$ cat config.mk
export PLATFORM = sky130hd
export DESIGN_NAME = sbyte_serial_master
export DESIGN_NICKNAME = d
export VERILOG_FILES = /design/src/rtl/ssm_pkg.sv /design/src/rtl/ssm_regs.sv /design/src/rtl/ssm_tick.sv /design/src/rtl/ssm_shifter.sv /design/src/rtl/sbyte_serial_master.sv
export SDC_FILE = /design/constraint.sdc
export NUM_CORES = 1
export LEC_CHECK = 0
export BUFFER_PORTS_ARGS = -buffer_cell sky130_fd_sc_hd__buf_2
export CAP_MARGIN = 20
export CORE_MARGIN = 4
export CORE_UTILIZATION = 55
export CTS_CLUSTER_SIZE = 16
export DETAILED_ROUTE_END_ITERATION = 8
export PLACE_DENSITY_LB_ADDON = 0.05
export SLEW_MARGIN = 20
export SYNTH_ARGS = -nofsm -noshare
export SYNTH_HDL_FRONTEND = slang
export SYNTH_SLANG_ARGS = --single-unit
$ cat constraint.sdc
create_clock -name clk -period 2.4 [get_ports clk]
set_clock_uncertainty 0.1 [all_clocks]
set_input_delay 0.36 -clock clk [delete_from_list [all_inputs] [get_ports clk]]
set_output_delay 0.36 -clock clk [all_outputs]
set_load 0.02 [all_outputs]
$ cat src/rtl/ssm_pkg.sv
package ssm_pkg;
  localparam logic [1:0] A_CTRL = 2'd0;
  localparam logic [1:0] A_DATA = 2'd1;
  localparam logic [1:0] A_STAT = 2'd2;
  localparam logic [1:0] A_DIV  = 2'd3;
  localparam int CTL_EN   = 7;
  localparam int CTL_AUTO = 6;
  localparam int ST_BUSY  = 0;
  localparam int ST_OVR   = 1;
endpackage

$ cat src/rtl/ssm_regs.sv
module ssm_regs #(
  parameter int DW      = 8,
  parameter int DIV_W   = 8,
  parameter int DIV_RST = 1
) (
  input  logic             clk,
  input  logic             rst_n,
  input  logic             we,
  input  logic [1:0]       addr,
  input  logic [DW-1:0]    wdata,
  input  logic             busy,
  input  logic [DW-1:0]    shift_q,
  output logic [DW-1:0]    rdata,
  output logic             active,
  output logic             load,
  output logic             start,
  output logic [DIV_W-1:0] div,
  output logic             ovr
);
  import ssm_pkg::*;

  logic [DW-1:0]    ctrl_q;
  logic [DIV_W-1:0] div_q;
  logic             ovr_q;
  logic             data_wr;

  assign data_wr = we && (addr == A_DATA);
  assign active  = ctrl_q[CTL_EN] && !ctrl_q[CTL_AUTO];
  assign load    = data_wr && !busy;
  assign start   = load && active;
  assign div     = div_q;
  assign ovr     = ovr_q;

  always_ff @(posedge clk) begin
    if (!rst_n) begin
      ctrl_q <= '0;
      div_q  <= DIV_W'(DIV_RST);
      ovr_q  <= 1'b0;
    end else begin
      if (we && addr == A_CTRL) ctrl_q <= wdata;
      if (we && addr == A_DIV)  div_q  <= wdata[DIV_W-1:0];
      if (data_wr && busy)
        ovr_q <= 1'b1;
      else if (we && addr == A_STAT && wdata[ST_OVR])
        ovr_q <= 1'b0;
    end
  end

  always_comb begin
    unique case (addr)
      A_CTRL:  rdata = ctrl_q;
      A_DATA:  rdata = shift_q;
      A_STAT:  rdata = {{(DW-2){1'b0}}, ovr_q, busy};
      default: rdata = DW'(div_q);
    endcase
  end
endmodule

$ cat src/rtl/ssm_tick.sv
module ssm_tick #(
  parameter int DIV_W = 8
) (
  input  logic             clk,
  input  logic             rst_n,
  input  logic             run,
  input  logic             restart,
  input  logic [DIV_W-1:0] div,
  output logic             tick
);
  logic [DIV_W-1:0] cnt_q;

  assign tick = run && !restart && (cnt_q == '0);

  always_ff @(posedge clk) begin
    if (!rst_n)
      cnt_q <= '0;
    else if (restart)
      cnt_q <= div;
    else if (run) begin
      if (cnt_q == '0) cnt_q <= div;
      else             cnt_q <= cnt_q - 1'b1;
    end
  end
endmodule

$ cat src/rtl/ssm_shifter.sv
module ssm_shifter #(
  parameter int DW = 8
) (
  input  logic          clk,
  input  logic          rst_n,
  input  logic          active,
  input  logic          load,
  input  logic          start,
  input  logic [DW-1:0] wdata,
  input  logic          tick,
  input  logic          sdi,
  output logic          busy,
  output logic          sclk,
  output logic          sdo,
  output logic          irq,
  output logic [DW-1:0] shift_q
);
  localparam int CNT_W = $clog2(DW);

  logic [CNT_W-1:0] bit_q;
  logic             samp_q;

  always_ff @(posedge clk) begin
    if (!rst_n) begin
      shift_q <= '0;
      bit_q   <= '0;
      samp_q  <= 1'b0;
      busy    <= 1'b0;
      sclk    <= 1'b1;
      sdo     <= 1'b1;
      irq     <= 1'b0;
    end else begin
      irq <= 1'b0;
      if (load) shift_q <= wdata;
      if (start) begin
        busy  <= 1'b1;
        sdo   <= 1'b0;
        sclk  <= 1'b1;
        bit_q <= '0;
      end else if (busy && !active) begin
        busy <= 1'b0;
        sclk <= 1'b1;
      end else if (busy && tick) begin
        if (sclk) begin
          sclk   <= 1'b0;
          sdo    <= shift_q[DW-1];
          samp_q <= sdi;
        end else begin
          sclk    <= 1'b1;
          shift_q <= {shift_q[DW-2:0], samp_q};
          if (bit_q == CNT_W'(DW-1)) begin
            busy <= 1'b0;
            irq  <= 1'b1;
          end else begin
            bit_q <= bit_q + 1'b1;
          end
        end
      end
    end
  end
endmodule

$ cat src/rtl/sbyte_serial_master.sv
module sbyte_serial_master #(
  parameter int DW      = 8,
  parameter int DIV_W   = 8,
  parameter int DIV_RST = 1
) (
  input  logic          clk,
  input  logic          rst_n,
  input  logic          reg_we,
  input  logic [1:0]    reg_addr,
  input  logic [DW-1:0] reg_wdata,
  output logic [DW-1:0] reg_rdata,
  output logic          sclk_o,
  output logic          sdo_o,
  input  logic          sdi_i,
  output logic          irq_o
);
  logic             busy, active, load, start, ovr, tick;
  logic [DIV_W-1:0] div;
  logic [DW-1:0]    shift_q;

  ssm_regs #(.DW(DW), .DIV_W(DIV_W), .DIV_RST(DIV_RST)) u_regs (
    .clk(clk), .rst_n(rst_n), .we(reg_we), .addr(reg_addr), .wdata(reg_wdata),
    .busy(busy), .shift_q(shift_q), .rdata(reg_rdata), .active(active),
    .load(load), .start(start), .div(div), .ovr(ovr)
  );

  ssm_tick #(.DIV_W(DIV_W)) u_tick (
    .clk(clk), .rst_n(rst_n), .run(busy), .restart(start), .div(div), .tick(tick)
  );

  ssm_shifter #(.DW(DW)) u_shift (
    .clk(clk), .rst_n(rst_n), .active(active), .load(load), .start(start),
    .wdata(reg_wdata), .tick(tick), .sdi(sdi_i), .busy(busy), .sclk(sclk_o),
    .sdo(sdo_o), .irq(irq_o), .shift_q(shift_q)
  );
endmodule

==> results of run 1 <==
final timing paths:
check | startpoint | end | slack (ns)
worst max-delay path | u_tick.cnt_q[0] | u_tick.cnt_q[4] | 0.36
worst max register to register | u_tick.cnt_q[0] | u_tick.cnt_q[4] | 0.36
worst min-delay path | sdi_i | u_shift.samp_q | 0.21
worst min register to register | u_regs.ctrl_q[2] | u_regs.ctrl_q[2] | 0.37
layer usage:
metal	share of wire, %	wire length, um
met1	47	2604
met3	3.9	214
met2	47	2625
met4	1.6	87
met5	0	0
registers in the layout, summed over array words and instances, names as in the netlist:
| signal | cells |
|---|---|
| u_shift.busy | 1 |
| u_shift.shift_q | 8 |
| u_shift.samp_q | 1 |
| u_shift.irq | 1 |
| u_shift.sdo | 1 |
| u_shift.sclk | 1 |
| u_shift.bit_q | 3 |
| u_tick.cnt_q | 8 |
| u_regs.ovr | 1 |
| u_regs.ctrl_q | 8 |
| u_regs.div | 8 |
worst max-delay path: stages (launching register included):
cell,delay (ns)
dfxtp_1,0.38
inv_1,0.14
ha_1,0.22
or3b_2,0.55
o22ai_2,0.19
a21oi_1,0.07
o31a_1,0.29
final cells by class:
cell class              instances  area [um2]  area share [%]
repair buffers                 29       157.7           6.297
clock inverters                 1       30.03           1.199
inverters                       7       26.28           1.049
multi-input cells             186        1323           52.82
well taps                      48       60.06           2.399
clock buffers                   7       86.33           3.448
flip-flops and latches         41       820.8           32.78
cell families (layout without fill, tap and decap cells):
| group | count (synthesis) | count (layout) | synth area share [%] |
|---|---|---|---|
| compound gates | 82 | 82 | 27.68 |
| simple gates | 82 | 82 | 19.59 |
| flops | 41 | 41 | 36.61 |
| buf+inv | 24 | 44 | 4.409 |
| mux | 18 | 18 | 9.486 |
| fa+ha+maj | 4 | 4 | 2.232 |
report_power, final:
part / leakage [nW] / internal [mW] / switching (mW)
Combinational: 0.598 / 0.0524 / 0.0743
Clock: 0.0585 / 0.339 / 0.240
Sequential: 0.332 / 0.694 / 0.0126
Total: 0.988 / 1.09 / 0.327
stage by stage:
| step | std cells | cell area (um2) | util [%] | hold slack [ns] | setup WS [ns] |
|---|---|---|---|---|---|
| 2_1_floorplan | 251 | 2242 | - | 0.3406 | 0.5324 |
| 3_3_place_gp | 311 | 2387 | 62.85 | 0.3550 | 0.4452 |
| 3_5_place_dp | 311 | 2387 | 62.85 | 0.3602 | 0.4096 |
| 4_1_cts | 319 | 2504 | 65.91 | 0.2085 | 0.3947 |
| 5_1_grt | 319 | 2504 | 65.91 | 0.2023 | 0.1786 |
| 6_report | 319 | 2504 | 65.91 | 0.2063 | 0.3632 |
cell usage in the layout (no fill, tap or decap), types with 5 or more instances in the layout:
master | Yosys | final
clkbuf_8 | 0 | 6
nand2_1 | 42 | 42
dfxtp_1 | 41 | 41
nand3_1 | 9 | 9
nand4_1 | 5 | 5
a22o_1 | 6 | 6
inv_1 | 7 | 7
mux2_2 | 6 | 6
a21boi_0 | 17 | 17
o311a_1 | 8 | 8
o21ai_0 | 14 | 14
buf_4 | 0 | 5
a21oi_1 | 12 | 12
mux2i_1 | 10 | 10
buf_2 | 1 | 24
==> results.tsv, run 1 <==
metric	value	unit
vias	1974	
synth_most_common_cell	nand2_1	
yosysSeqAreaShare	36.61	%
met2_usage	36.73	%
viasPerCell	6.188	
synth.distinct_cells	51	
netlist_area	2242	um2
cp-start-kind	flop	
cts_sinks	41	
gr-usage-met3	4.769	%
hold_buffers	0	
postRouteAntennaNets	0	
cts_resized	0	
rsz0062_at_grt	no	
core-area	3799	um2
synthArstFlopShare	0	%
slew_violations	0	
die-area	5162	um2
met1_usage	29.84	%
drive_gt1_share	20.66	%
rows	22	
path_clk_slew	0.08	ns
ir_drop	0.0004295	V
clock_latency	0.30	ns
grt_max_degree	24	
setup_tns	0	ns
synth-edff-count	0	
max_cap_violations	0	
critPathKind	flop to flop	
finalPower	1.412	mW
p_leak	0.9881	nW
hold_viol_final	0	
hold_path.class	input pin to flop	
reg2reg_depth	6	
start_util	59.03	%
synth.area.top_cells	dfxtp_1 (37%), nand2_1 (7.0%), a21boi_0 (5.7%)	
required	2.49	ns
grt_usage	22.63	%
syn_nets	269	
fillers	332	
areaGrowthSynthToFinish	11.66	%
synthTopCellsByCount	nand2_1 (42), dfxtp_1 (41), a21boi_0 (17)	
htree_num_levels	2	
fin_nets	288	
root_buffer	clkbuf_8	
hpwl	3888	um
yosysTopAreaCell	dfxtp_1	
max_clock_freq	491.0	MHz
hold_path_depth	3	
grt_pass1_wl	9066	um
ys_seq_elements	41	
top_usage_layer	met2	
cp.arrival	2.12	ns
cts_tree	yes	
drc	0	
drt_iter0_markers	144	
ys.flop_type	dfxtp_1	
syn-mean-instance-area	8.933	um2
num_io_pins	25	
synth-warning-count	0	
p_per_area	564.0	nW/um2
die_h	71.85	um
post-route-min-period	2.037	ns
synthCells	251	
die_w	71.85	um
clockBufferDepth	2	
period_share	84.87	%
setup_violations	0	
grt_antenna_before_repair	0	
postCtsSetupBuffers	0	
avgRoutedWirePerCell	17.34	um
synth_top_area_share	36.61	%
overflow	0	
tightest_slew	0.7284	ns
slew_headroom	51.38	%
first_pass_iters	4	
end_kind	flop	
cts_inserted_buffers	5	
outcome	finished, final reports clean	
antenna_cells	0	
gp_congestion	0.8402	
drt_wl_total	5531	um
cp_max_fo	6	
portBuffers	24	
grt_pass1_vias	1831	
Power figures use the tool's default switching activity.
==> run 2: changes to the inputs <==
==> constraint.sdc (replaced) <==
create_clock -name clk -period 2.05 [get_ports clk]
set_clock_uncertainty 0.1 [all_clocks]
set_input_delay 0.3075 -clock clk [delete_from_list [all_inputs] [get_ports clk]]
set_output_delay 0.3075 -clock clk [all_outputs]
set_load 0.02 [all_outputs]
==> results.tsv, run 2 (synthesis results as in run 1) <==
metric	value	unit
outcome	finished, final reports clean	
final_util	67.16	%
hold_path.class	input pin to flop	
finalNonFillerCells	327	
cts_sinks	41	
seq_power_share	54.4	%
finalWorstSetupSlack	0.1324	ns
placed_cells	320	
final_common_cell	nand2_1	
areaGrowthSynthToFinish	13.78	%
grt_pass1_wl	8963	um
gp_congestion	0.8562	
viasPerCell	6.156	
cp_max_fo	5	
p_per_area	595.9	nW/um2
cts_inserted_buffers	5	
cpMaxStageDelayCell	or3b_2	
slew_violations	0	
hold_viol_final	0	
drt_wl_total	5575	um
gr-usage-met3	4.628	%
max_clock_freq	521.5	MHz
met2_usage	37.35	%
vias	2013	
hold_path_depth	3	
path_clk_slew	0.08	ns
sw_frac_of_total	24.78	%
hp-start	reg_wdata[0]	
rsz0062_at_grt	no	
tightest_slew	0.4407	ns
die_h	71.85	um
grt_usage	22.21	%
htree_num_levels	2	
top_usage_layer	met2	
clock_latency	0.29	ns
switching_power	376.8	uW
critPathMaxStageDelay	0.55	ns
end_kind	flop	
clkPwrFrac	35.6	%
start_util	59.03	%
setup_violations	0	
drive_gt1_share	23.30	%
hpwl	4058	um
grt_pass1_vias	1850	
cp-start-kind	flop	
critPathKind	flop to flop	
period_share	93.54	%
grt_max_degree	25	
final_cell_mix	nand2_1 (42), dfxtp_1 (41), buf_2 (24)	
die-area	5162	um2
drt_iter0_markers	207	
avgRoutedWirePerCell	17.05	um
antenna_cells	0	
setup_tns	0	ns
internal_power	1.143	mW
pre_cts_ws	0.1722	ns
p_leak	1.021	nW
grt_antenna_before_repair	0	
fin_nets	297	
rr_endpoint	u_tick.cnt_q[4]	
reg2reg_from	u_tick.cnt_q[1]	
clockBufferDepth	2	
max_cap_violations	0	
cts_tree	yes	
hold-path-endpoint	u_regs.div[0]	
portBuffers	24	
dpl-instance-area	2455	um2
met1_usage	28.44	%
crit_path_cell_trace	inv_1, ha_1, or3b_2, o22ai_2, a21oi_1, o31a_1	
postCtsSetupBuffers	0	
cp.arrival	2.00	ns
rows	22	
p_comb_share	10.0	%
postRouteAntennaNets	0	
ir_drop	0.0004729	V
overflow	0	
die_w	71.85	um
first_pass_iters	4	
r2r_slack	0.13	ns
num_io_pins	25	
required	2.13	ns
reg2reg_depth	6	
core-area	3799	um2
drc	0	
root_buffer	clkbuf_8	
slew_headroom	70.23	%
post-route-min-period	1.918	ns
final_cell_area	2551	um2
## run 2: layer usage
layer | vias to the layer above | share of wire (%)
met1 | 966 | 45
met2 | 50 | 50
met3 | 6 | 3.5
met5 | - | 0
met4 | 0 | 1.6
li1 | 991 | -
## run 2: worst max-delay path: cells and delay by family (launching register included)
kind	cells	cell delay, ns
AOI/OAI and AO/OA	3	0.54
DFF	1	0.31
buffers and inverters	1	0.09
and+or+nand+nor	1	0.55
adders and majority gates	1	0.22
## run 2: worst max-delay path by stage
stage               startpoint                 end  slack (ns)  cells past startpoint
4_1_cts        u_tick.cnt_q[1]  u_shift.shift_q[4]        0.14                      7
3_3_place_gp   u_tick.cnt_q[1]     u_tick.cnt_q[4]        0.21                      6
5_1_grt        u_tick.cnt_q[1]    u_shift.bit_q[2]        0.01                      6
2_1_floorplan  u_tick.cnt_q[0]     u_tick.cnt_q[4]        0.18                      6
6_report       u_tick.cnt_q[1]     u_tick.cnt_q[4]        0.13                      6
3_5_place_dp   u_tick.cnt_q[1]  u_shift.shift_q[4]        0.17                      7
## run 2: area by class of cell
| type | count | area [um2] |
|---|---|---|
| clock buffer | 6 | 82.58 |
| clock inverter | 1 | 7.507 |
| fill | 348 | 1247 |
| inverter | 7 | 26.28 |
| multi-input combinational | 186 | 1329 |
| sequential | 41 | 820.8 |
| tap | 48 | 60.06 |
| timing repair buffer | 38 | 225.2 |
## run 2: repair_timing
action | in CTS | in global routing
setup endpoints to repair | 0 | 4
resized for setup | 0 | 1
hold buffers | 0 | 0
endpoints found under the hold margin | 0 | 0
## run 2: power groups by stage
stage	clock [mW]	sequential (mW)	combinational, mW
after detailed placement	0	0.845	0.152
after floorplan	0	0.840	0.100
after global routing	0.596	0.828	0.166
after global placement	0	0.845	0.150
final	0.541	0.826	0.152
after CTS	0.564	0.826	0.152
## run 2: metrics by stage
stage	power [mW]	hold slack (ns)
CTS	1.542	0.1590
detailed placement	0.9968	0.3570
finish	1.520	0.1609
global route	1.590	0.1601
floorplan	0.9398	0.3315
global placement	0.9953	0.3550
